## config.mk

```make
export PLATFORM = sky130hd
export DESIGN_NAME = vram_seq_port
export DESIGN_NICKNAME = d
export VERILOG_FILES = /design/src/rtl/vport_pkg.sv /design/src/rtl/vport_decode.sv /design/src/rtl/vport_group_ctr.sv /design/src/rtl/vport_field_reg.sv /design/src/rtl/vram_seq_port.sv
export SDC_FILE = /design/constraint.sdc
export NUM_CORES = 1
export LEC_CHECK = 0
export BUFFER_PORTS_ARGS = -buffer_cell sky130_fd_sc_hd__buf_2
export CAP_MARGIN = 25
export CORE_AREA = 2 2 56 58
export CTS_CLUSTER_SIZE = 30
export DETAILED_ROUTE_END_ITERATION = 12
export DIE_AREA = 0 0 58 60
export MAX_ROUTING_LAYER = met4
export PLACE_DENSITY = 0.84
export RECOVER_POWER = 100
export SLEW_MARGIN = 20
export SYNTH_ARGS = -nofsm -noshare
export SYNTH_HDL_FRONTEND = slang
export SYNTH_SLANG_ARGS = --single-unit
```

## constraint.sdc

```tcl
create_clock -name clk -period 2.6 [get_ports clk]
set_clock_uncertainty 0.1 [all_clocks]
set_input_delay 0.52 -clock clk [delete_from_list [all_inputs] [get_ports clk]]
set_output_delay 0.52 -clock clk [all_outputs]
set_load 0.005 [all_outputs]
```

## src/rtl/vport_pkg.sv

```systemverilog
package vport_pkg;
  typedef enum logic [1:0] {
    SEL_HIGH = 2'd0,
    SEL_LOW  = 2'd1,
    SEL_DATA = 2'd2,
    SEL_NONE = 2'd3
  } vport_sel_e;

  typedef struct packed {
    logic set_high;
    logic set_low;
    logic mem_write;
    logic advance;
    logic data_sel;
  } vport_cmd_t;
endpackage

```

## src/rtl/vport_decode.sv

```systemverilog
module vport_decode
  import vport_pkg::*;
(
  input  logic [1:0] sel,
  input  logic       rd,
  input  logic       wr,
  output vport_cmd_t cmd
);
  vport_sel_e s;
  assign s = vport_sel_e'(sel);

  always_comb begin
    cmd.set_high  = wr && (s == SEL_HIGH);
    cmd.set_low   = wr && (s == SEL_LOW);
    cmd.data_sel  = (s == SEL_DATA);
    cmd.mem_write = wr && cmd.data_sel;
    cmd.advance   = (rd || wr) && cmd.data_sel;
  end
endmodule

```

## src/rtl/vport_group_ctr.sv

```systemverilog
module vport_group_ctr #(
  parameter int CW = 3
) (
  input  logic          clk,
  input  logic          rst_n,
  input  logic          clear,
  input  logic          advance,
  output logic [CW-1:0] count,
  output logic          wrap
);
  localparam logic [CW-1:0] TOP = {CW{1'b1}};

  function automatic logic [CW-1:0] step(input logic [CW-1:0] v);
    return v + 1'b1;
  endfunction

  assign wrap = advance && (count == TOP);

  always_ff @(posedge clk or negedge rst_n) begin
    if (!rst_n)       count <= '0;
    else if (clear)   count <= '0;
    else if (advance) count <= step(count);
  end
endmodule

```

## src/rtl/vport_field_reg.sv

```systemverilog
module vport_field_reg #(
  parameter int RW = 8
) (
  input  logic          clk,
  input  logic          rst_n,
  input  logic          load,
  input  logic [RW-1:0] load_val,
  input  logic          bump,
  output logic [RW-1:0] value
);
  function automatic logic [RW-1:0] step(input logic [RW-1:0] v);
    return v + 1'b1;
  endfunction

  always_ff @(posedge clk or negedge rst_n) begin
    if (!rst_n)    value <= '0;
    else if (load) value <= load_val;
    else if (bump) value <= step(value);
  end
endmodule

```

## src/rtl/vram_seq_port.sv

```systemverilog
module vram_seq_port
  import vport_pkg::*;
#(
  parameter int CW = 3,
  parameter int RW = 8,
  localparam int AW = 2 * RW + CW
) (
  input  logic          clk,
  input  logic          rst_n,
  input  logic [1:0]    host_sel,
  input  logic          host_rd,
  input  logic          host_wr,
  input  logic [RW-1:0] host_wdata,
  output logic [RW-1:0] host_rdata,
  output logic [AW-1:0] vram_addr,
  output logic          vram_we,
  output logic [RW-1:0] vram_wdata,
  input  logic [RW-1:0] vram_rdata
);
  localparam logic [RW-1:0] FIELD_TOP = {RW{1'b1}};

  vport_cmd_t    cmd;
  logic [CW-1:0] grp_count;
  logic          grp_carry;
  logic          lo_carry;
  logic [RW-1:0] lo_val;
  logic [RW-1:0] hi_val;

  vport_decode u_dec (
    .sel (host_sel),
    .rd  (host_rd),
    .wr  (host_wr),
    .cmd (cmd)
  );

  vport_group_ctr #(.CW(CW)) u_ctr (
    .clk     (clk),
    .rst_n   (rst_n),
    .clear   (cmd.set_low),
    .advance (cmd.advance),
    .count   (grp_count),
    .wrap    (grp_carry)
  );

  assign lo_carry = grp_carry && (lo_val == FIELD_TOP);

  vport_field_reg #(.RW(RW)) u_lo (
    .clk      (clk),
    .rst_n    (rst_n),
    .load     (cmd.set_low),
    .load_val (host_wdata),
    .bump     (grp_carry),
    .value    (lo_val)
  );

  vport_field_reg #(.RW(RW)) u_hi (
    .clk      (clk),
    .rst_n    (rst_n),
    .load     (cmd.set_high),
    .load_val (host_wdata),
    .bump     (lo_carry),
    .value    (hi_val)
  );

  assign vram_addr  = {hi_val, lo_val, grp_count};
  assign vram_we    = cmd.mem_write;
  assign vram_wdata = host_wdata;
  assign host_rdata = cmd.data_sel ? vram_rdata : '0;
endmodule

```

==> results.py, run 1 <==
metrics = {
    "timing": {
        "setup_violations": 0,
        "tightestPinTransition_ps": 1000,
        "period_share": 0.852,
        "slew_headroom": 0.332,
        "setup-tns-final_ps": 0,
        "grt_setup_unrepaired": "false",
        "period_needed_ps": 2220,
        "maxClockFrequency_mhz": 451,
        "timing.final.max_slew_violations": 0,
        "final-hold-violation-count": 0,
    },
    "pwr": {
        "pwr-share-comb": 0.287,
        "power_per_cell_area_nw_per_um2": 546,
        "switching_share": 0.350,
        "p_int_uw": 528,
        "post-layout-total-power_uw": 812,
        "vdd.ir_drop.worst_mv": 0.346,
        "clkPwrFrac": 0.191,
        "seqPwrFrac": 0.522,
        "total_switching_power_uw": 284,
        "leakagePower_uw": 0.000666,
    },
    "flow_run": {
        "max-cap-violations": 0,
    },
    "clock_network": {
        "ctsHoldBuffers": 0,
        "tritoncts_num_sinks": 19,
        "cts.reportedPaths.clkPinSlew_ps": 110,
        "ctsHtreeMaxLevel": 1,
        "cts_inserted_buffers": 3,
        "clock_tree_from_tritoncts": "done",
        "cts.path.max_buffers": 2,
        "post-cts-setup-buffers": 0,
        "clk_latency_ps": 300,
        "post_cts.resized_instances": 0,
        "root_buffer": "clkbuf_4",
    },
    "logic_synthesis": {
        "leading_post_synthesis_cells_by_cell_area": "dfrtp_1 (37%), nand2_1 (6.2%), buf_4 (5.3%), and2_1 (4.9%), ha_1 (3.9%)",
        "synthesis.nets": 170,
        "edff_count_synth": 0,
        "syn_inst": 144,
        "yosys.cell_types.count": 38,
        "syn_avg_cell_area_sq_um": 8.90,
        "synth_sequential_area_ratio": 0.371,
        "number_of_synthesized_register_bits": 19,
        "asyncSetResetFlopFracSynth": 1.00,
        "largest_area_contributor_in_the_synthesized_netlist": "dfrtp_1",
        "synth_ff_type": "dfrtp_1",
        "synth.cell_area_sq_um": 1280,
        "synth.most_common_cell": "nand2_1",
        "yosysWarnings": 0,
        "synth_commonest_cells": "nand2_1 (21), dfrtp_1 (19), and2_1 (10), o21ai_0 (10)",
        "post-synth-top-area-fraction": 0.371,
    },
    "critical_path": {
        "critical_path.max_fanout": 14,
        "worst_ep_arrival_time_ps": 2310,
        "timing.setup.critical_path_class": "in -> reg",
        "worstPathRequired_ps": 2690,
        "r2r-start": "u_ctr.count[0]",
        "endpoint_type_of_the_worst_setup_path": "flip-flop",
        "crit_path_start_kind": "input pin",
        "crit_start": "host_sel[0]",
    },
    "placement": {
        "place.gp.congestion": 0.852,
        "port_buffers": 57,
        "place_hpwl_um": 2570,
    },
    "global_route": {
        "globalRouteOverflowTotal": 0,
        "number_of_antenna_violations_at_the_first_check_in_global_routing": 0,
        "first_global_vias": 1192,
        "maximum_number_of_pins_on_one_net_before_global_route_repair": 20,
        "grt_util_all_layers": 0.208,
        "grt_pass1_wl_um": 5340,
    },
    "cells_and_area": {
        "drive_above_1_share": 0.232,
        "design.final.nets": 221,
        "finalCoreUtilization": 0.512,
        "layout-area-overhead-vs-synth_pct": 16.0,
        "n_antenna_cell": 0,
    },
    "detailed_routing": {
        "route.detailed.wl_per_inst_um": 14.5,
        "routed_via_density": 5.64,
        "detail-route-antenna-nets": 0,
        "drt-pass1-iter-count": 4,
        "detailed_route_via_count": 1281,
        "remaining_drc_errors": 0,
        "detailedRoute.firstIterationViolations": 50,
        "detail_route.wirelength_um": 3300,
    },
    "worst_hold_path": {
        "timing.hold.worst.class": "in -> async",
    },
    "run_status": {
        "run_status": "finished clean",
    },
    "die": {
        "start_util": 0.441,
        "std_cell_rows": 20,
        "core_region_area_sq_um": 2900,
        "dieWidth_um": 58,
        "floorplan.die.height_um": 60,
        "pin_count": 58,
        "die_area_sq_um": 3480,
    },
}
routing by layer:
| layer | GRT usage | vias up | routed length (um) |
|---|---|---|---|
| li1 | - | 611 | - |
| met5 | - | - | 0 |
| met1 | 0.255 | 598 | 1400 |
| met2 | 0.354 | 68 | 1570 |
| met3 | 0.0390 | 4 | 286 |
| met4 | 0.0498 | 0 | 38 |
final timing paths:
path,cells past startpoint,slack [ps],to
worst max register to register,6,420,u_hi.value[5]
worst max-delay path,6,380,u_hi.value[5]
min in group clk,3,360,u_hi.value[6]
max in group asynchronous,1,1550,u_ctr.count[2]
worst min-delay path,1,250,u_hi.value[3]
worst min register to register,1,430,u_hi.value[7]
area by class of cell:
cell class,count,area (sq um)
fill,307,1420
sequential,19,475
multi-input combinational,113,679
clock buffer,4,26.3
tap,33,41.3
inverter,1,3.75
timing repair buffer,57,260
cell usage in the layout, fill, tap and decap left out, drive strengths merged, types with 2 or more instances in the layout:
cell type,instances
dfrtp,19
xnor2,4
o21ai,15
o31ai,2
o22ai,4
a21o,3
nand3,10
nand2,22
nand2b,2
buf,37
and3,3
and2b,2
a221o,2
a21oi,3
xor2,3
nor3,3
nor4,4
and2,10
ha,4
nor2,8
clkbuf,24
flip-flops by register name (all words and copies together) (netlist names):
signal       count
u_hi.value       8
u_lo.value       8
u_ctr.count      3
worst max-delay path: stages:
cell      delay (ps)
clkbuf_1         130
and2b_1          420
nand3_1          300
o31ai_1          450
o21ai_0          170
a221o_1          320
cells by family (layout without fill, tap and decap cells):
kind of cell,after synthesis,in the layout,synth area share
AOI/OAI and AO/OA,32,32,0.168
xor gates and xnor gates,7,7,0.0479
adders and majority gates,4,4,0.0391
buffers and inverters,12,62,0.0615
DFF,19,19,0.371
muxes,1,1,0.00879
and+or+nand+nor,69,69,0.304
per-stage QoR:
| step | hold slack [ps] | instance area (sq um) | instances | setup slack [ps] |
|---|---|---|---|---|
| final | 252 | 1490 | 227 | 384 |
| after global placement | 376 | 1530 | 223 | 581 |
| after global routing | 336 | 1490 | 227 | 228 |
| after detailed placement | 381 | 1530 | 223 | 511 |
| after floorplan | 124 | 1280 | 144 | 730 |
| after CTS | 51.0 | 1560 | 227 | 566 |
power by group through the flow:
stage	clock network [uW]	registers (uW)	logic, uW
4_1_cts	157	422	252
2_1_floorplan	0	417	137
3_5_place_dp	0	429	251
3_3_place_gp	0	426	241
6_report	155	424	233
5_1_grt	171	433	267
(Power assumes the default switching activity.)
==> run 2, diff against run 1 <==
Settings changed: CORE_AREA 2 2 56 58 to 2 2 55 57, DIE_AREA 0 0 58 60 to 0 0 57 59, SYNTH_HIERARCHICAL from default to 1.
==> results.py, run 2 <==
metrics = {
    "run_status": {
        "run_status": "finished clean",
    },
    "logic_synthesis": {
        "syn_avg_cell_area_sq_um": 9.09,
        "syn_inst": 135,
        "number_of_synthesized_register_bits": 19,
        "synth_ff_type": "dfrtp_1",
        "synth.most_common_cell": "nand2_1",
        "synth.cell_area_sq_um": 1230,
        "synthesis.nets": 161,
        "yosys.cell_types.count": 23,
        "synth_sequential_area_ratio": 0.387,
        "edff_count_synth": 0,
        "yosysWarnings": 6,
        "asyncSetResetFlopFracSynth": 1.00,
        "largest_area_contributor_in_the_synthesized_netlist": "dfrtp_1",
        "post-synth-top-area-fraction": 0.387,
        "synth_commonest_cells": "nand2_1 (21), dfrtp_1 (19), o21ai_0 (12), nand3_1 (11), buf_4 (10)",
        "leading_post_synthesis_cells_by_cell_area": "dfrtp_1 (39%), nand2_1 (6.4%), buf_4 (6.1%), o21ai_0 (4.9%), and2_1 (4.6%)",
    },
    "pwr": {
        "pwr-share-comb": 0.288,
        "total_switching_power_uw": 279,
        "power_per_cell_area_nw_per_um2": 554,
        "leakagePower_uw": 0.000667,
        "clkPwrFrac": 0.181,
        "p_int_uw": 533,
        "vdd.ir_drop.worst_mv": 0.339,
        "switching_share": 0.344,
        "seqPwrFrac": 0.531,
    },
    "die": {
        "pin_count": 58,
        "start_util": 0.453,
        "floorplan.die.height_um": 59,
        "core_region_area_sq_um": 2710,
        "std_cell_rows": 19,
        "die_area_sq_um": 3360,
        "dieWidth_um": 57,
    },
    "cells_and_area": {
        "drive_above_1_share": 0.257,
        "final_common_cell": "buf_2",
        "final_cell_mix": "buf_2 (38), clkbuf_1 (22), nand2_1 (21), dfrtp_1 (19), o21ai_0 (14)",
        "design.final.nets": 214,
        "reg.largest.list": "u_hi/value: 8 flops, u_lo/value: 8 flops, u_ctr/count: 3 flops",
        "stdcell_area_sq_um": 1470,
        "layout-area-overhead-vs-synth_pct": 19.5,
        "n_antenna_cell": 0,
    },
    "timing": {
        "final-hold-violation-count": 0,
        "slew_headroom": 0.316,
        "post_layout_worst_setup_margin_ps": 355,
        "period_share": 0.864,
        "grt_setup_unrepaired": "false",
        "setup_violations": 0,
        "tightestPinTransition_ps": 1030,
        "period_needed_ps": 2250,
        "hold_slack_ps": 268,
        "setup-tns-final_ps": 0,
        "timing.final.max_slew_violations": 0,
        "maxClockFrequency_mhz": 445,
    },
    "detailed_routing": {
        "detail-route-antenna-nets": 0,
        "remaining_drc_errors": 0,
        "route.detailed.wl_per_inst_um": 12.6,
        "drt-pass1-iter-count": 4,
        "detailed_route_via_count": 1118,
        "detail_route.wirelength_um": 2740,
        "routed_via_density": 5.13,
        "detailedRoute.firstIterationViolations": 12,
    },
    "global_route": {
        "grt_pass1_wl_um": 4500,
        "globalRouteOverflowTotal": 0,
        "first_global_vias": 1014,
        "maximum_number_of_pins_on_one_net_before_global_route_repair": 20,
        "grt_util_all_layers": 0.172,
        "number_of_antenna_violations_at_the_first_check_in_global_routing": 0,
    },
    "placement": {
        "place.gp.congestion": 0.809,
        "placement.setup.worst_slack_ps": 136,
        "port_buffers": 57,
        "detailed_place.area_sq_um": 1500,
        "place_hpwl_um": 2200,
    },
    "worst_hold_path": {
        "timing.hold.worst.class": "in -> async",
    },
    "critical_path": {
        "worstPathRequired_ps": 2740,
        "critical_path.max_fanout": 10,
        "endpoint_type_of_the_worst_setup_path": "flip-flop",
        "worst_ep_arrival_time_ps": 2380,
        "crit_path_start_kind": "input pin",
        "timing.setup.critical_path_class": "in -> reg",
    },
    "clock_network": {
        "post_cts.resized_instances": 0,
        "ctsHoldBuffers": 0,
        "cts.path.max_buffers": 2,
        "root_buffer": "clkbuf_4",
        "clk_latency_ps": 290,
        "cts_inserted_buffers": 3,
        "tritoncts_num_sinks": 19,
        "ctsHtreeMaxLevel": 1,
        "post-cts-setup-buffers": 0,
        "clock_tree_from_tritoncts": "done",
        "cts.reportedPaths.clkPinSlew_ps": 110,
    },
    "flow_run": {
        "max-cap-violations": 0,
    },
}
==> run 2: cell families after synthesis <==
family / after synthesis / synth area share
compound gates: 17 / 0.0714
xor+xnor: 9 / 0.0642
fa+ha+maj: 4 / 0.0408
mux: 4 / 0.0326
flops: 19 / 0.387
simple gates: 68 / 0.330
buf+inv: 14 / 0.0734
==> run 2: final cells by class <==
type | count | area, sq um
clock buffer | 3 | 22.5
clock inverter | 1 | 5.00
fill | 268 | 1240
multi-input combinational | 102 | 637
sequential | 19 | 475
tap | 31 | 38.8
timing repair buffer | 62 | 288
==> run 2: critical path, stage by stage <==
cell	delay, ps
clkbuf_1	120
nor2b_4	230
o21a_1	160
and2_2	150
nand2_1	60
nor3_2	270
nand4_1	260
or4_1	520
nand3_1	90
==> run 2: final timing paths <==
path                                startpoint             end  slack, ps  depth (start not counted)
worst max-delay path               host_sel[1]   u_hi/value[7]        350                          9
worst max register to register  u_ctr/count[0]   u_hi/value[7]        410                          8
min in group clk                 host_wdata[3]   u_hi/value[3]        380                          3
worst min register to register  u_ctr/count[1]  u_ctr/count[1]        470                          2
max in group asynchronous                rst_n   u_hi/value[1]       1510                          1
worst min-delay path                     rst_n   u_hi/value[4]        270                          1
==> run 2: through the flow <==
| step | total power [uW] | cells | utilization |
|---|---|---|---|
| floorplan | 562 | 135 | - |
| finish | 812 | 218 | 0.541 |
| global placement | 681 | 214 | 0.555 |
| global route | 872 | 218 | 0.541 |
| detailed placement | 691 | 214 | 0.555 |
| CTS | 841 | 218 | 0.565 |
==> run 2: per-layer routing <==
layer,GRT usage,share of wire,vias to the layer above
li1,-,-,565
met1,0.233,0.46,531
met2,0.281,0.50,20
met3,0.0262,0.038,2
met4,0.0299,0.0033,0
met5,-,0,-
==> run 2: power groups by stage <==
| stage | clock, uW | sequential (uW) | combinational, uW |
|---|---|---|---|
| floorplan | 0 | 439 | 123 |
| global placement | 0 | 444 | 238 |
| detailed placement | 0 | 443 | 248 |
| CTS | 154 | 438 | 249 |
| global route | 166 | 444 | 263 |
| finish | 147 | 431 | 233 |
